### config.mk
export PLATFORM = sky130hd
export DESIGN_NAME = pic_core
export DESIGN_NICKNAME = d
export VERILOG_FILES = /design/src/rtl/pic_pkg.sv /design/src/rtl/pic_regs.sv /design/src/rtl/pic_req.sv /design/src/rtl/pic_prio.sv /design/src/rtl/pic_core.sv
export SDC_FILE = /design/constraint.sdc
export NUM_CORES = 1
export LEC_CHECK = 0
export BUFFER_PORTS_ARGS = -buffer_cell sky130_fd_sc_hd__buf_2
export CORE_AREA = 2 2 98 100
export DETAILED_ROUTE_END_ITERATION = 10
export DIE_AREA = 0 0 100 102
export PLACE_DENSITY_LB_ADDON = 0.25
export REMOVE_ABC_BUFFERS = 1
export SLEW_MARGIN = 20
export SYNTH_ARGS = -nofsm -noshare
export SYNTH_HDL_FRONTEND = slang
export SYNTH_HIERARCHICAL = 1
export SYNTH_SLANG_ARGS = --single-unit
### constraint.sdc
create_clock -name clk -period 3.7 [get_ports clk]
set_input_delay 0.555 -clock clk [delete_from_list [all_inputs] [get_ports clk]]
set_output_delay 0.555 -clock clk [all_outputs]
set_load 0.005 [all_outputs]
### src/rtl/pic_pkg.sv
package pic_pkg;
   typedef enum logic [1:0] {
      SU_IDLE = 2'd0,
      SU_BASE = 2'd1,
      SU_CASC = 2'd2,
      SU_MODE = 2'd3
   } setup_st_e;

   localparam logic [2:0] EOI_SPECIFIC = 3'b011;
endpackage

### src/rtl/pic_regs.sv
module pic_regs
   import pic_pkg::*;
#(
   parameter int DW    = 8,
   parameter int N_LVL = 8,
   localparam int LVLW = $clog2(N_LVL)
) (
   input  logic            clk,
   input  logic            rst_n,
   input  logic            bus_wr,
   input  logic            bus_sel,
   input  logic            trig_wr,
   input  logic [DW-1:0]   wdata,
   output logic [N_LVL-1:0] mask_q,
   output logic [DW-1:0]   base_q,
   output logic [DW-1:0]   casc_q,
   output logic            aeoi_q,
   output logic            rsel_isr_q,
   output logic [N_LVL-1:0] trig_q,
   output logic            setup_start,
   output logic            eoi_stb,
   output logic [LVLW-1:0] eoi_lvl
);
   setup_st_e st_q;
   logic      need_casc_q, need_mode_q;
   logic      cmd_wr, dat_wr, ocw3_wr;

   initial begin
      assert (LVLW <= 3) else $error("level field exceeds command width");
      assert (N_LVL <= DW) else $error("mask wider than bus");
   end

   assign cmd_wr      = bus_wr & ~bus_sel;
   assign dat_wr      = bus_wr & bus_sel;
   assign setup_start = cmd_wr & wdata[4];
   assign ocw3_wr     = cmd_wr & ~wdata[4] & wdata[3];
   assign eoi_stb     = cmd_wr & ~wdata[4] & ~wdata[3] & (wdata[7:5] == EOI_SPECIFIC);
   assign eoi_lvl     = wdata[LVLW-1:0];

   always_ff @(posedge clk) begin
      if (!rst_n) begin
         st_q        <= SU_IDLE;
         need_casc_q <= 1'b0;
         need_mode_q <= 1'b0;
         mask_q      <= '1;
         base_q      <= '0;
         casc_q      <= '0;
         aeoi_q      <= 1'b0;
         rsel_isr_q  <= 1'b0;
      end else if (setup_start) begin
         st_q        <= SU_BASE;
         need_casc_q <= ~wdata[1];
         need_mode_q <= wdata[0];
         rsel_isr_q  <= 1'b0;
         if (!wdata[0]) aeoi_q <= 1'b0;
      end else begin
         if (ocw3_wr && wdata[1]) rsel_isr_q <= wdata[0];
         if (dat_wr) begin
            unique case (st_q)
               SU_IDLE: mask_q <= wdata[N_LVL-1:0];
               SU_BASE: begin
                  base_q <= wdata;
                  st_q   <= need_casc_q ? SU_CASC : (need_mode_q ? SU_MODE : SU_IDLE);
               end
               SU_CASC: begin
                  casc_q <= wdata;
                  st_q   <= need_mode_q ? SU_MODE : SU_IDLE;
               end
               SU_MODE: begin
                  aeoi_q <= wdata[1];
                  st_q   <= SU_IDLE;
               end
               default: st_q <= SU_IDLE;
            endcase
         end
      end
   end

   always_ff @(posedge clk) begin
      if (!rst_n)       trig_q <= '0;
      else if (trig_wr) trig_q <= wdata[N_LVL-1:0];
   end

   AST_SETUP_KEEPS_MASK: assert property (@(posedge clk) disable iff (!rst_n)
      (dat_wr && st_q != SU_IDLE) |=> $stable(mask_q)) else $error("mask hit in setup");
endmodule

### src/rtl/pic_req.sv
module pic_req #(
   parameter int N_LVL    = 8,
   parameter bit HAS_TRIG = 1'b1
) (
   input  logic             clk,
   input  logic             rst_n,
   input  logic [N_LVL-1:0] irq_in,
   input  logic [N_LVL-1:0] trig,
   input  logic [N_LVL-1:0] ack_clr,
   output logic [N_LVL-1:0] irr_q
);
   logic [N_LVL-1:0] prev_q;

   always_ff @(posedge clk) begin
      if (!rst_n) prev_q <= '0;
      else        prev_q <= irq_in;
   end

   for (genvar i = 0; i < N_LVL; i++) begin : g_lvl
      logic edge_nxt, lvl_mode;
      assign edge_nxt = (irr_q[i] & ~ack_clr[i]) | (irq_in[i] & ~prev_q[i]);
      if (HAS_TRIG) begin : g_sel
         assign lvl_mode = trig[i];
      end else begin : g_edge_only
         assign lvl_mode = 1'b0;
      end
      always_ff @(posedge clk) begin
         if (!rst_n)        irr_q[i] <= 1'b0;
         else if (lvl_mode) irr_q[i] <= irq_in[i];
         else               irr_q[i] <= edge_nxt;
      end
      AST_EDGE_SETS: assert property (@(posedge clk) disable iff (!rst_n)
         (!lvl_mode && irq_in[i] && !prev_q[i]) |=> irr_q[i]) else $error("edge lost");
   end
endmodule

### src/rtl/pic_prio.sv
module pic_prio #(
   parameter int DW    = 8,
   parameter int N_LVL = 8,
   localparam int LVLW = $clog2(N_LVL)
) (
   input  logic             clk,
   input  logic             rst_n,
   input  logic [N_LVL-1:0] irr,
   input  logic [N_LVL-1:0] mask,
   input  logic [DW-1:0]    base,
   input  logic             aeoi,
   input  logic             setup_start,
   input  logic             eoi_stb,
   input  logic [LVLW-1:0]  eoi_lvl,
   input  logic             ack,
   output logic [N_LVL-1:0] isr_q,
   output logic             int_req,
   output logic [N_LVL-1:0] ack_clr,
   output logic [DW-1:0]    vec_q,
   output logic             vec_vld_q
);
   localparam logic [LVLW-1:0] SPUR_LVL = LVLW'(N_LVL - 1);

   logic [N_LVL-1:0] pend, grant_1h, eoi_1h;
   logic [LVLW-1:0]  p_idx, s_idx, vec_lvl;
   logic             p_any, s_any, ack_win;

   assign pend = irr & ~mask;

   always_comb begin
      p_idx = '0;
      p_any = 1'b0;
      s_idx = '0;
      s_any = 1'b0;
      for (int i = N_LVL - 1; i >= 0; i--) begin
         if (pend[i])  begin p_idx = LVLW'(i); p_any = 1'b1; end
         if (isr_q[i]) begin s_idx = LVLW'(i); s_any = 1'b1; end
      end
   end

   assign int_req  = p_any & (~s_any | (p_idx < s_idx));
   assign ack_win  = ack & int_req;
   assign grant_1h = ack_win ? (N_LVL'(1) << p_idx) : '0;
   assign ack_clr  = grant_1h;
   assign eoi_1h   = eoi_stb ? (N_LVL'(1) << eoi_lvl) : '0;
   assign vec_lvl  = ack_win ? p_idx : SPUR_LVL;

   always_ff @(posedge clk) begin
      if (!rst_n)           isr_q <= '0;
      else if (setup_start) isr_q <= '0;
      else                  isr_q <= (isr_q & ~eoi_1h) | (aeoi ? '0 : grant_1h);
   end

   always_ff @(posedge clk) begin
      if (!rst_n) begin
         vec_q     <= '0;
         vec_vld_q <= 1'b0;
      end else begin
         vec_vld_q <= ack;
         if (ack) vec_q <= base + DW'(vec_lvl);
      end
   end

   AST_ACK_VALID: assert property (@(posedge clk) disable iff (!rst_n)
      ack |=> vec_vld_q) else $error("no vector pulse");
   AST_AEOI_NO_SET: assert property (@(posedge clk) disable iff (!rst_n)
      (ack && aeoi) |=> ((isr_q & ~$past(isr_q)) == '0)) else $error("auto release set a bit");
   AST_SPUR_KEEP: assert property (@(posedge clk) disable iff (!rst_n)
      (ack && !int_req && !eoi_stb && !setup_start) |=> $stable(isr_q)) else $error("spurious touched isr");
   AST_EOI_ONLY_ONE: assert property (@(posedge clk) disable iff (!rst_n)
      (eoi_stb && !ack && !setup_start) |=> (isr_q == ($past(isr_q) & ~(N_LVL'(1) << $past(eoi_lvl))))) else $error("eoi wrong bits");
endmodule

### src/rtl/pic_core.sv
module pic_core #(
   parameter int DW       = 8,
   parameter int N_LVL    = 8,
   parameter bit HAS_TRIG = 1'b1,
   localparam int LVLW    = $clog2(N_LVL)
) (
   input  logic          clk,
   input  logic          rst_n,
   input  logic          bus_wr,
   input  logic          bus_sel,
   input  logic          trig_wr,
   input  logic [DW-1:0] wdata,
   output logic [DW-1:0] rdata,
   input  logic [N_LVL-1:0] irq_line,
   input  logic          inta,
   output logic          int_out,
   output logic [DW-1:0] vec_out,
   output logic          vec_valid,
   output logic [DW-1:0] cascade_cfg
);
   logic [N_LVL-1:0] mask, trig, irr, isr, ack_clr;
   logic [DW-1:0]    base, casc;
   logic             aeoi, rsel_isr, setup_start, eoi_stb;
   logic [LVLW-1:0]  eoi_lvl;

   initial begin
      assert (N_LVL == DW) else $error("level count must match bus width");
      assert ((1 << LVLW) == N_LVL) else $error("level count must be a power of two");
   end

   pic_regs #(.DW(DW), .N_LVL(N_LVL)) u_regs (
      .clk(clk), .rst_n(rst_n), .bus_wr(bus_wr), .bus_sel(bus_sel),
      .trig_wr(trig_wr), .wdata(wdata), .mask_q(mask), .base_q(base),
      .casc_q(casc), .aeoi_q(aeoi), .rsel_isr_q(rsel_isr), .trig_q(trig),
      .setup_start(setup_start), .eoi_stb(eoi_stb), .eoi_lvl(eoi_lvl)
   );

   pic_req #(.N_LVL(N_LVL), .HAS_TRIG(HAS_TRIG)) u_req (
      .clk(clk), .rst_n(rst_n), .irq_in(irq_line), .trig(trig),
      .ack_clr(ack_clr), .irr_q(irr)
   );

   pic_prio #(.DW(DW), .N_LVL(N_LVL)) u_prio (
      .clk(clk), .rst_n(rst_n), .irr(irr), .mask(mask), .base(base),
      .aeoi(aeoi), .setup_start(setup_start), .eoi_stb(eoi_stb),
      .eoi_lvl(eoi_lvl), .ack(inta), .isr_q(isr), .int_req(int_out),
      .ack_clr(ack_clr), .vec_q(vec_out), .vec_vld_q(vec_valid)
   );

   assign rdata       = bus_sel ? DW'(mask) : (rsel_isr ? DW'(isr) : DW'(irr));
   assign cascade_cfg = casc;

   AST_MASK_ALL_QUIET: assert property (@(posedge clk) disable iff (!rst_n)
      (&mask) |-> !int_out) else $error("output with full mask");
   AST_NO_OUT_UNDER_ISR0: assert property (@(posedge clk) disable iff (!rst_n)
      isr[0] |-> !int_out) else $error("outranked level raised output");
endmodule

==> reports/results.ini, run 1 <==
[drt]
first_iter_violations=125
drcViolationCount=0
postRouteAntennaNets=0
wl_um=9150
dr.pass1.iters=4
dr_total_vias=2946
avgViaCountPerCell=5.35
routedWlPerCell_um=16.6

[layout]
drive_above_1_share_pct=21.4
final_util_pct=46.2
layout.nets=469
antenna_cells=0
fin_cells=551
layout-area-overhead-vs-synth_pct=14.2
layout_commonest_cell=dfxtp_1
final_cell_mix=71 x dfxtp_1, 47 x buf_2, 37 x nand2_1, 36 x mux2i_1, 30 x nor2b_1
fin_area_um2=4200

[clock_tree]
cts_buffers=9
clk_pin_slew_worst_paths_ps=80
clock_path_buffers=2
post-cts-setup-buffers=0
cts_root_buffer=clkbuf_8
insertion_delay_ps=350
clock_sinks=71
cts_tree=built
cts_max_level=3

[floorplan]
dieWidth_um=100
die_area_um2=10200
rows=35
pin_count=48
die_h_um=102
core_area_um2=9110
initial_utilization_pct=40.4

[pwr]
clkPwrFrac_pct=38.4
ir_drop_uv=191
p_comb_share_pct=15.2
internal_power_mw=1.32
pwr_density_cell_nw_per_um2=427
switchingPower_mw=0.471
leakage_nw=1.89
seqPwrFrac_pct=46.4
p_sw_share_pct=26.3
finalPower_mw=1.79

[placed_design]
placed_cells=536
place_area_um2=3950
numPortBuffers=47
hpwl_um=6680
place.gp.congestion=0.932

[synthesis]
syn_area_um2=3680
netlist_instances=394
synthArstFlopShare_pct=0
ys_seq_area_share_pct=38.6
yosysUniqueCellTypes=61
synthFlopType=dfxtp_1
synth_edf_count=0
synth-seq-cells=71
synth_area_per_cell_um2=9.34
yosysWarnings=6

[timing]
timing.setup.tns_ps=0
relSlewSlack_pct=57.9
post-route-period-util_pct=92.4
fin_crit_ps=3420
rsz0062_at_grt=no
finClkSkew_ps=13.9
hold_viol_final=0
setup_viol=0
worst_slew_pin_slew_ps=630
max_freq_mhz=293
drv_slew=0

[critical_path]
crit_path_frequent_cell=a211oi_1
timing.critical_path.buf_inv=1
required_ps=3970
crit_path_max_incr_delay_ps=370
cp_slowest_cell=dfxtp_1
cp_top_family=compound AO/OA/AOI/OAI gates
end_kind=flop
arrival_ps=3680
path_class=reg2reg
cp-start-kind=flop
crit_fanout=11
crit_chain=or2b_1 -> o2111ai_2 -> a21o_1 -> inv_2 -> ha_1 -> a211oi_1 -> o21a_1 -> a21oi_2 -> nand3b_1 -> ha_4 -> a21oi_1 -> nor2b_1 -> nand3_1 -> xor2_1 -> a211oi_1

[grt]
grt_pass1_wl_um=14600
grt_max_degree=39
overflow=0
grt_pass1_vias=2839
grt.total_usage_pct=18.5
grt_antenna_before_repair=0

[job]
cap_violations=0

[worst_hold_path]
hp-class=in2reg

[run_status]
status=finished clean

-- power groups by stage --
| stage | sequential, mW | clock (mW) | combinational (mW) |
|---|---|---|---|
| floorplan | 0.842 | 0 | 0.169 |
| global placement | 0.848 | 0 | 0.266 |
| detailed placement | 0.850 | 0 | 0.268 |
| CTS | 0.832 | 0.707 | 0.269 |
| global route | 0.838 | 0.735 | 0.301 |
| finish | 0.832 | 0.689 | 0.273 |
-- cells in the mapped netlist, types with 4 or more instances --
cell type / number / area, um^2
a211oi_1: 6 / 45.0
a21o_1: 12 / 90.1
a21oi_1: 5 / 25.0
and2_4: 8 / 70.1
and4bb_1: 8 / 100
buf_6: 4 / 45.0
clkbuf_1: 7 / 26.3
dfxtp_1: 71 / 1420
ha_1: 10 / 125
inv_1: 10 / 37.5
mux2i_1: 36 / 360
nand2_1: 37 / 139
nand2b_1: 14 / 87.6
nand3_1: 9 / 45.0
nand3b_1: 5 / 37.5
nor2_1: 28 / 105
nor2b_1: 31 / 194
nor3b_1: 4 / 30.0
o211ai_1: 8 / 60.1
o21a_1: 5 / 37.5
o21ai_0: 6 / 30.0
o21ai_1: 8 / 40.0
o22ai_1: 4 / 25.0
o31ai_1: 4 / 30.0
xnor2_1: 5 / 43.8
-- metal layers --
| metal | vias to the layer above | part of all wire [%] | track usage [%] |
|---|---|---|---|
| li1 | 1472 | - | - |
| met1 | 1405 | 50 | 25.7 |
| met5 | - | 0 | 0 |
| met2 | 61 | 46 | 29.6 |
| met3 | 8 | 3.9 | 4.10 |
| met4 | 0 | 0.92 | 4.11 |
-- kinds of logic after synthesis --
kind of cell / synth area share (%)
xor+xnor: 1.43
mux: 9.79
simple gates: 27.2
buf+inv: 4.05
flops: 38.6
fa+ha+maj: 3.94
compound gates: 15.0
-- registers in the layout, summed over array words and instances, names as in the netlist --
| signal | count |
|---|---|
| u_regs/mask_q | 8 |
| u_prio/isr_q | 8 |
| u_regs/trig_q | 8 |
| u_regs/casc_q | 8 |
| u_regs/st_q | 2 |
| u_req/irr_q | 8 |
| u_regs/need_mode_q | 1 |
| u_regs/need_casc_q | 1 |
| u_regs/rsel_isr_q | 1 |
| u_regs/base_q | 8 |
| u_prio/vec_vld_q | 1 |
| u_prio/vec_q | 8 |
| u_regs/aeoi_q | 1 |
| u_req/prev_q | 8 |
-- final timing paths --
kind	cells past startpoint	slack [ps]	endpoint	from
worst max-delay path	15	280	u_prio/vec_q[6]$_SDFFE_PN0P_	u_req/irr_q[2]$_SDFF_PN0_
worst min-delay path	2	440	u_req/prev_q[2]$_SDFF_PN0_	irq_line[2]
worst max register to register	15	280	u_prio/vec_q[6]$_SDFFE_PN0P_	u_req/irr_q[2]$_SDFF_PN0_
worst min register to register	2	470	u_req/irr_q[1]$_SDFF_PN0_	u_req/prev_q[1]$_SDFF_PN0_
-- through the flow --
step	worst slack (ps)	hold WS, ps
2_1_floorplan	543	449
3_5_place_dp	224	463
6_report	283	438
5_1_grt	27.9	428
3_3_place_gp	286	456
4_1_cts	214	428
-- worst register-to-register path, delay by kind of cell (launching register included) --
| kind | cells | cell delay, ps |
|---|---|---|
| compound gates | 7 | 1180 |
| xor+xnor | 1 | 160 |
| fa+ha+maj | 2 | 660 |
| buf+inv | 1 | 70 |
| flops | 1 | 370 |
| simple gates | 4 | 900 |
-- what timing repair did --
action	in CTS	in global routing
hold buffers	0	0
resized for setup	0	5
endpoints found under the setup margin	0	4
-- cell type report --
type,instances,area (um^2)
Timing Repair Buffer,48,243
Clock inverter,5,82.6
Multi-Input combinational cell,295,2140
Fill cell,908,4900
Inverter,11,41.3
Sequential cell,71,1420
Tap cell,111,139
Clock buffer,10,138
Power figures use the tool's default switching activity.
==> run 2: changes to the inputs <==
--- a/config.mk
+++ b/config.mk
@@ -9,7 +9,6 @@
 export CORE_AREA = 2 2 98 100
 export DETAILED_ROUTE_END_ITERATION = 10
 export DIE_AREA = 0 0 100 102
-export PLACE_DENSITY_LB_ADDON = 0.25
 export REMOVE_ABC_BUFFERS = 1
 export SLEW_MARGIN = 20
 export SYNTH_ARGS = -nofsm -noshare
==> run 2 against run 1 <==
  * Core utilization shrank 0.44 points
  * Non-clock buffer count rose by 2
  * Via count is 0.41% lower
  * Design area shrank 0.95%
  * Critical path type unchanged
  * Largest cell class unchanged
  * Highest routed layer unchanged
==> reports/results.ini, run 2 (same netlist as run 1, synthesis figures left out) <==
[run_status]
status=finished clean

[critical_path]
cp-start-kind=flop
crit_fanout=4
rrSetupSlack_ps=330
path_class=reg2reg
end_kind=flop
required_ps=3980
arrival_ps=3640

[grt]
overflow=0
grt_pass1_vias=2924
grt.total_usage_pct=19.5
grt_antenna_before_repair=0
grt_max_degree=31
grt_pass1_wl_um=15200

[layout]
multi_input_area_um2=2120
layout-area-overhead-vs-synth_pct=13.2
fin_area_um2=4160
layout_commonest_cell=dfxtp_1
fillers=912
final_cell_mix=71 x dfxtp_1, 47 x buf_2, 37 x nand2_1, 36 x mux2i_1, 30 x nor2b_1
antenna_cells=0
layout.nets=471
drive_above_1_share_pct=21.2
seq_area_um2=1420
final_util_pct=45.7

[floorplan]
rows=35
dieWidth_um=100
pin_count=48
die_h_um=102
core_area_um2=9110
die_area_um2=10200
initial_utilization_pct=40.4

[timing]
worst_slew_pin_slew_ps=603
finClkSkew_ps=11.3
timing.setup.tns_ps=0
max_freq_mhz=297
post-route-period-util_pct=91.0
rsz0062_at_grt=no
hold_viol_final=0
drv_slew=0
relSlewSlack_pct=59.8
holdWs_ps=430
fin_crit_ps=3370
setup_viol=0

[clock_tree]
insertion_delay_ps=350
clock_sinks=71
cts_buffers=9
cts_max_level=3
clk_pin_slew_worst_paths_ps=80
cts_resized=0
post-cts-setup-buffers=0
cts_tree=built
clock_path_buffers=2
cts_root_buffer=clkbuf_8
cts_hold_buf=0

[drt]
routedWlPerCell_um=17.0
wl_um=9390
avgViaCountPerCell=5.30
dr.pass1.iters=4
postRouteAntennaNets=0
first_iter_violations=178
drcViolationCount=0
dr_total_vias=2934

[pwr]
pwr_density_cell_nw_per_um2=412
ir_drop_uv=243
finalPower_mw=1.71
leakage_nw=1.87

[placed_design]
place_area_um2=3970
numPortBuffers=47
place.gp.congestion=0.926
hpwl_um=6780

[job]
cap_violations=0

[worst_hold_path]
hp-class=in2reg

run 2: through the flow:
| step | setup slack [ps] | std cells |
|---|---|---|
| after global placement | 394 | 538 |
| after global routing | 28.3 | 554 |
| after floorplan | 543 | 377 |
| after CTS | 252 | 554 |
| final | 334 | 554 |
| after detailed placement | 304 | 538 |
run 2: metal layers:
metal  GRT usage (%)  part of all wire [%]  vias up
met2            31.3                    45       63
li1                -                     -     1471
met5               0                     0        -
met4            6.11                   1.5        0
met1            26.5                    49     1390
met3            4.17                   4.4       10
run 2: worst paths after layout:
path,startpoint,end,depth (start not counted)
worst max-delay path,u_req/irr_q[2]$_SDFF_PN0_,u_prio/vec_q[7]$_SDFFE_PN0P_,15
worst min-delay path,irq_line[6],u_req/prev_q[6]$_SDFF_PN0_,2
worst max register to register,u_req/irr_q[2]$_SDFF_PN0_,u_prio/vec_q[7]$_SDFFE_PN0P_,15
worst min register to register,u_req/prev_q[6]$_SDFF_PN0_,u_req/irr_q[6]$_SDFF_PN0_,2
run 2: power breakdown:
part / switching, mW / internal (mW) / total [mW]
combinational: 0.149 / 0.124 / 0.273
sequential: 0.0301 / 0.803 / 0.833
clock: 0.298 / 0.309 / 0.607
run 2: area by class of cell:
| type | count | share of cell area [%] |
|---|---|---|
| Clock buffer | 10 | 3.06 |
| Clock inverter | 6 | 1.47 |
| Inverter | 11 | 0.992 |
| Multi-Input combinational cell | 295 | 50.8 |
| Sequential cell | 71 | 34.1 |
| Tap cell | 111 | 3.34 |
| Timing Repair Buffer | 50 | 6.19 |
run 2: critical path, stage by stage, from the launching register on:
cell,delay [ps]
dfxtp_1,390
or2b_1,290
o2111ai_2,120
a21o_1,190
inv_2,70
ha_1,320
a211oi_1,260
o21a_1,220
a21oi_2,80
nand3b_1,240
ha_1,320
a21o_1,170
a21oi_2,190
nor3_1,90
xnor2_1,120
a211oi_1,210
